$ cat config.mk
export PLATFORM = sky130hd
export DESIGN_NAME = rma_wipe_arb
export DESIGN_NICKNAME = d
export VERILOG_FILES = /design/src/rtl/rma_wipe_pkg.sv /design/src/rtl/rma_wipe_grant.sv /design/src/rtl/rma_wipe_seq.sv /design/src/rtl/rma_wipe_arb.sv
export SDC_FILE = /design/constraint.sdc
export NUM_CORES = 1
export LEC_CHECK = 0
export BUFFER_PORTS_ARGS = -buffer_cell sky130_fd_sc_hd__clkbuf_2
export CORE_MARGIN = 4
export CORE_UTILIZATION = 35
export CTS_CLUSTER_SIZE = 8
export DETAILED_ROUTE_END_ITERATION = 8
export HOLD_SLACK_MARGIN = 0.15
export MAX_ROUTING_LAYER = met4
export PLACE_DENSITY = 0.83
export RECOVER_POWER = 25
export SYNTH_ARGS = -nofsm -noshare
export SYNTH_HDL_FRONTEND = slang
export SYNTH_SLANG_ARGS = --single-unit
$ cat constraint.sdc
create_clock -name clk_i -period 2.2 [get_ports clk_i]
set_input_delay 0.33 -clock clk_i [delete_from_list [all_inputs] [get_ports clk_i]]
set_output_delay 0.33 -clock clk_i [all_outputs]
set_load 0.01 [all_outputs]
$ cat src/rtl/rma_wipe_pkg.sv
package rma_wipe_pkg;

  typedef enum logic [1:0] {
    OP_READ  = 2'b00,
    OP_PROG  = 2'b01,
    OP_ERASE = 2'b10
  } flash_op_e;

  typedef enum logic [2:0] {
    ST_IDLE,
    ST_PAGE_SEL,
    ST_ERASE,
    ST_PROG,
    ST_VERIFY,
    ST_DONE,
    ST_INVALID
  } wipe_state_e;

endpackage

$ cat src/rtl/rma_wipe_grant.sv
module rma_wipe_grant (
  input  logic clk_i,
  input  logic rst_ni,
  input  logic sw_req_i,
  input  logic rma_req_i,
  input  logic eng_done_i,
  output logic sw_fwd_o,
  output logic sw_busy_o,
  output logic granted_o
);
  logic pend_q, busy_q, granted_q;
  logic pend, hold;

  assign pend = pend_q | rma_req_i;
  // hold new software work once an RMA waits and nothing is in flight
  assign hold = pend & ~busy_q;
  assign sw_fwd_o  = sw_req_i & ~hold;
  assign sw_busy_o = busy_q;
  assign granted_o = granted_q;

  always_ff @(posedge clk_i or negedge rst_ni) begin
    if (!rst_ni) begin
      pend_q    <= 1'b0;
      busy_q    <= 1'b0;
      granted_q <= 1'b0;
    end else begin
      pend_q    <= pend;
      busy_q    <= (busy_q | sw_fwd_o) & ~eng_done_i;
      granted_q <= granted_q | hold;
    end
  end
endmodule

$ cat src/rtl/rma_wipe_seq.sv
module rma_wipe_seq
  import rma_wipe_pkg::*;
#(
  parameter int unsigned PAGE_W     = 6,
  parameter int unsigned DATA_W     = 32,
  parameter int unsigned START_PAGE = 8,
  parameter int unsigned END_PAGE   = 11,
  parameter logic [DATA_W-1:0] WIPE_PAT = 32'hA5C3_5A3C
) (
  input  logic              clk_i,
  input  logic              rst_ni,
  input  logic              start_i,
  input  logic              eng_done_i,
  input  logic              eng_err_i,
  input  logic [DATA_W-1:0] eng_rdata_i,
  output logic              req_o,
  output flash_op_e         op_o,
  output logic [PAGE_W-1:0] addr_o,
  output logic              ack_o,
  output logic              fatal_o
);
  localparam logic [PAGE_W-1:0] FIRST = PAGE_W'(START_PAGE);
  localparam logic [PAGE_W-1:0] LAST  = PAGE_W'(END_PAGE);

  wipe_state_e state_q, state_d;
  logic [PAGE_W-1:0] page_q, page_d;
  logic ack_q, ack_d;

  always_comb begin
    state_d = state_q;
    page_d  = page_q;
    ack_d   = 1'b0;
    req_o   = 1'b0;
    op_o    = OP_READ;
    unique case (state_q)
      ST_IDLE: if (start_i) begin
        state_d = ST_PAGE_SEL;
        page_d  = FIRST;
      end
      ST_PAGE_SEL: state_d = ST_ERASE;
      ST_ERASE: begin
        req_o = 1'b1;
        op_o  = OP_ERASE;
        if (eng_done_i) state_d = eng_err_i ? ST_INVALID : ST_PROG;
      end
      ST_PROG: begin
        req_o = 1'b1;
        op_o  = OP_PROG;
        if (eng_done_i) state_d = eng_err_i ? ST_INVALID : ST_VERIFY;
      end
      ST_VERIFY: begin
        req_o = 1'b1;
        op_o  = OP_READ;
        if (eng_done_i) begin
          if (eng_err_i || (eng_rdata_i != WIPE_PAT)) begin
            state_d = ST_INVALID;
          end else if (page_q == LAST) begin
            state_d = ST_DONE;
            ack_d   = 1'b1;
          end else begin
            page_d  = page_q + PAGE_W'(1);
            state_d = ST_PAGE_SEL;
          end
        end
      end
      ST_DONE, ST_INVALID: state_d = state_q;
      default: state_d = ST_INVALID;
    endcase
  end

  always_ff @(posedge clk_i or negedge rst_ni) begin
    if (!rst_ni) begin
      state_q <= ST_IDLE;
      page_q  <= '0;
      ack_q   <= 1'b0;
    end else begin
      state_q <= state_d;
      page_q  <= page_d;
      ack_q   <= ack_d;
    end
  end

  assign addr_o  = page_q;
  assign ack_o   = ack_q;
  assign fatal_o = (state_q == ST_INVALID);
endmodule

$ cat src/rtl/rma_wipe_arb.sv
module rma_wipe_arb
  import rma_wipe_pkg::*;
#(
  parameter int unsigned PAGE_W     = 6,
  parameter int unsigned DATA_W     = 32,
  parameter int unsigned START_PAGE = 8,
  parameter int unsigned END_PAGE   = 11,
  parameter logic [DATA_W-1:0] WIPE_PAT = 32'hA5C3_5A3C
) (
  input  logic              clk_i,
  input  logic              rst_ni,
  input  logic              sw_req_i,
  input  logic [1:0]        sw_op_i,
  input  logic [PAGE_W-1:0] sw_addr_i,
  input  logic [DATA_W-1:0] sw_wdata_i,
  output logic              sw_done_o,
  output logic              sw_err_o,
  output logic [DATA_W-1:0] sw_rdata_o,
  input  logic              rma_req_i,
  output logic              rma_ack_o,
  output logic              sw_blocked_o,
  output logic              fatal_err_o,
  output logic              eng_req_o,
  output logic [1:0]        eng_op_o,
  output logic [PAGE_W-1:0] eng_addr_o,
  output logic [DATA_W-1:0] eng_wdata_o,
  input  logic              eng_done_i,
  input  logic              eng_err_i,
  input  logic [DATA_W-1:0] eng_rdata_i
);
  logic sw_fwd, sw_busy, granted;
  logic seq_req;
  flash_op_e seq_op;
  logic [PAGE_W-1:0] seq_addr;

  rma_wipe_grant u_grant (
    .clk_i      (clk_i),
    .rst_ni     (rst_ni),
    .sw_req_i   (sw_req_i),
    .rma_req_i  (rma_req_i),
    .eng_done_i (eng_done_i),
    .sw_fwd_o   (sw_fwd),
    .sw_busy_o  (sw_busy),
    .granted_o  (granted)
  );

  rma_wipe_seq #(
    .PAGE_W     (PAGE_W),
    .DATA_W     (DATA_W),
    .START_PAGE (START_PAGE),
    .END_PAGE   (END_PAGE),
    .WIPE_PAT   (WIPE_PAT)
  ) u_seq (
    .clk_i       (clk_i),
    .rst_ni      (rst_ni),
    .start_i     (granted),
    .eng_done_i  (eng_done_i),
    .eng_err_i   (eng_err_i),
    .eng_rdata_i (eng_rdata_i),
    .req_o       (seq_req),
    .op_o        (seq_op),
    .addr_o      (seq_addr),
    .ack_o       (rma_ack_o),
    .fatal_o     (fatal_err_o)
  );

  always_comb begin
    if (granted) begin
      eng_req_o   = seq_req;
      eng_op_o    = seq_op;
      eng_addr_o  = seq_addr;
      eng_wdata_o = WIPE_PAT;
    end else begin
      eng_req_o   = sw_fwd;
      eng_op_o    = sw_op_i;
      eng_addr_o  = sw_addr_i;
      eng_wdata_o = sw_wdata_i;
    end
  end

  assign sw_blocked_o = granted;
  assign sw_done_o    = eng_done_i & sw_busy;
  assign sw_err_o     = eng_err_i & sw_busy;
  assign sw_rdata_o   = eng_rdata_i;
endmodule

==> impl_metrics.toml <==
[run_status]
outcome = "completed"

[global_routing]
grt_max_degree = 46
grt_pass1_wl_um = 6970
overflow = 0
grt_pass1_vias = 1556
grt_antenna_before_repair = 0
gr-usage-all-layers_pct = 16.6

[power]
pwr-share-seq_pct = 40.4
cellPowerDensity_mw_per_mm2 = 297
power_frac_comb_pct = 24.7
vdd_drop_max_mv = 0.156
power_mw = 0.623
internal-power_mw = 0.459
power.switching_mw = 0.165
power_frac_clock_pct = 34.9
switching_share_pct = 26.4
p_leak_nw = 1.07

[routing]
vias_per_cell = 4.76
wl_um = 4560
drt-initial-drc-count = 75
antenna_left = 0
wire_per_inst_um = 12.7
dr_total_vias = 1713
drtPass1Iterations = 4
detail_route.drc_violations = 0

[setup_path]
reg2reg_slack_ps = 320
r2r-end = "u_seq.addr_o[1]$_DFFE_PN0P_"
worstReg2RegStart = "u_seq.state_q[2]$_DFFE_PN0P_"
ff2ff_path_depth = 5
cp.required_ps = 2320
worst_setup_path_start_kind = "input pin"
crit_path_end_kind = "flop"
worstPathArrival_ps = 2030
setup.worst_path.class = "input pin to flop"
crit_path_max_fanout = 6

[clock_network]
ctsResizeCount = 0
cts.clk_slew.worst_paths_ps = 60
cts_tree = "done"
post_cts_buffers = 0
clock-sinks = 13
cts_buffers = 3
htreeDepth = 1
clk_latency_ps = 250
clock_tree.root_cell = "clkbuf_8"
clk_path_buf_depth = 2
hold_buffers = 1

[finish]
fin_util_pct = 52.1
stdcell_count = 360
num_antenna_cells = 0
area_growth_syn_to_layout_pct = 42.7
final_nets = 390
final_layout_size_suffix_gt1_share_pct = 59.7

[synthesis]
yosysSeqAreaShare_pct = 22.1
syn_avg_cell_area_um2 = 7.88
synthDominantCellAreaShare_pct = 22.1
synth-seq-cells = 13
ys.flop_type = "dfrtp_1"
async_reset_ff_share_pct = 100
netlist_area_mm2 = 0.00147
syn-num-nets = 266
synthCells = 187
synth_cell_type_count = 41
ys_warn_count = 0
synth_edf_count = 0
yosys-top-cells-area = "dfrtp_1, buf_4, nor2b_1, or2_2, mux2_2"
yosys.area.top_type = "dfrtp_1"

[die]
start_util_pct = 36.6
die_area_mm2 = 0.00531
rows = 23
core_mm2 = 0.00403
die_w_um = 72.9
io_pins = 156
die_h_um = 72.9

[timing]
slew_violations = 0
hold_viol = 0
setup_viol = 0
finalCritPeriodShare_pct = 86.9
fin_crit_ps = 1910
rsz0062_at_grt = "false"
relSlewSlack_pct = 52.6
worstMarginPinSlew_ps = 711
fmax_mhz = 523
fin_tns_setup_ps = 0
skew_ps = 3.84

[placed_design]
port_buffers = 155
gp_congestion = 0.822
dp_cells = 355
hpwl_um = 3850

[hold_path]
min_to = "u_grant.pend_q$_DFF_PN0_"
min_path_type = "input pin to flop"
whs_path_depth = 3
hold_path.startpoint = "rma_req_i"

[job]
cap_violations = 0
cell usage after synthesis (2+ instances only):
| master | count |
|---|---|
| o21ai_0 | 6 |
| nand4_1 | 3 |
| nand2_1 | 13 |
| nand3_1 | 4 |
| and4b_2 | 2 |
| nor3b_1 | 2 |
| a221o_1 | 2 |
| nor2b_1 | 19 |
| buf_6 | 2 |
| and4bb_2 | 2 |
| a31oi_1 | 4 |
| inv_1 | 6 |
| nor4_1 | 4 |
| and3_1 | 2 |
| nand3b_1 | 2 |
| nor2_1 | 9 |
| clkbuf_1 | 8 |
| buf_4 | 32 |
| nor4b_1 | 2 |
| or2_2 | 18 |
| a21oi_1 | 5 |
| nor4b_2 | 2 |
| mux2_2 | 8 |
| dfrtp_1 | 13 |
state kept, by name, indices dropped and copies added (netlist names):
register	cells
u_grant.sw_busy_o	1
u_grant.granted_o	1
u_seq.ack_o	1
u_seq.addr_o	6
u_seq.state_q	3
u_grant.pend_q	1
layout by cell type (no fill, tap or decap), types with 2 or more instances in the layout:
master,count
nor3b_1,2
clkbuf_8,3
and3_1,2
nand4_1,3
nor2b_1,19
dfrtp_1,13
a31oi_1,4
nor4_1,4
or2_2,18
nor4b_2,2
inv_1,6
mux2_2,8
and4bb_2,2
a21oi_1,5
nand2_1,13
nand3_1,4
nor2_1,9
clkbuf_2,142
and4b_2,2
nand3b_1,2
clkbuf_1,14
o21ai_0,6
nor4b_1,2
a221o_1,2
buf_4,7
power by group through the flow:
| stage | Combinational [mW] | Clock [mW] | Sequential, mW |
|---|---|---|---|
| floorplan | 0.0845 | 0 | 0.253 |
| global placement | 0.155 | 0 | 0.256 |
| detailed placement | 0.158 | 0 | 0.256 |
| CTS | 0.160 | 0.223 | 0.252 |
| global route | 0.171 | 0.233 | 0.253 |
| finish | 0.154 | 0.217 | 0.252 |
critical path, stage by stage:
cell and delay [ps]:
clkbuf_2 90, nor4b_1 330, nand4_1 160, or4_1 650, o311ai_0 360, nand3_1 110
metal layers:
metal,part of all wire [%],track usage [%],up-vias
met5,0,-,-
met4,0.97,4.71,0
met3,7.3,2.75,5
met2,53,29.5,71
met1,39,19.2,773
li1,-,-,864
kinds of logic (layout without fill, tap and decap cells):
kind of cell / count (synthesis) / after routing / synth area share [%]
buf+inv: 50 / 173 / 22.0
flops: 13 / 13 / 22.1
simple gates: 90 / 90 / 37.6
fa+ha+maj: 1 / 1 / 0.849
compound gates: 25 / 25 / 11.3
mux: 8 / 8 / 6.12
through the flow:
step	hold WS [ps]	setup slack (ps)	cell area, um^2
floorplan	34.4	259	1470
global placement	245	72.5	2060
detailed placement	251	27.0	2060
CTS	304	277	2120
global route	320	148	2100
finish	304	289	2100
worst max-delay path by stage:
stage,from,to,slack [ps],cells after the start
finish,eng_rdata_i[7],u_seq.addr_o[5]$_DFFE_PN0P_,290,6
global route,eng_rdata_i[7],u_seq.addr_o[3]$_DFFE_PN0P_,150,6
CTS,eng_rdata_i[7],u_seq.addr_o[3]$_DFFE_PN0P_,280,6
detailed placement,eng_rdata_i[7],u_seq.addr_o[5]$_DFFE_PN0P_,30,6
global placement,eng_err_i,u_seq.addr_o[5]$_DFFE_PN0P_,70,6
floorplan,eng_rdata_i[7],u_seq.addr_o[5]$_DFFE_PN0P_,260,6
layout make-up:
type / count / area [um^2]
multi-input combinational: 124 / 823
tap: 50 / 62.6
inverter: 6 / 22.5
fill: 405 / 1930
timing repair buffer: 163 / 822
sequential: 13 / 325
clock buffer: 4 / 45.0
Power figures use the tool's default switching activity.
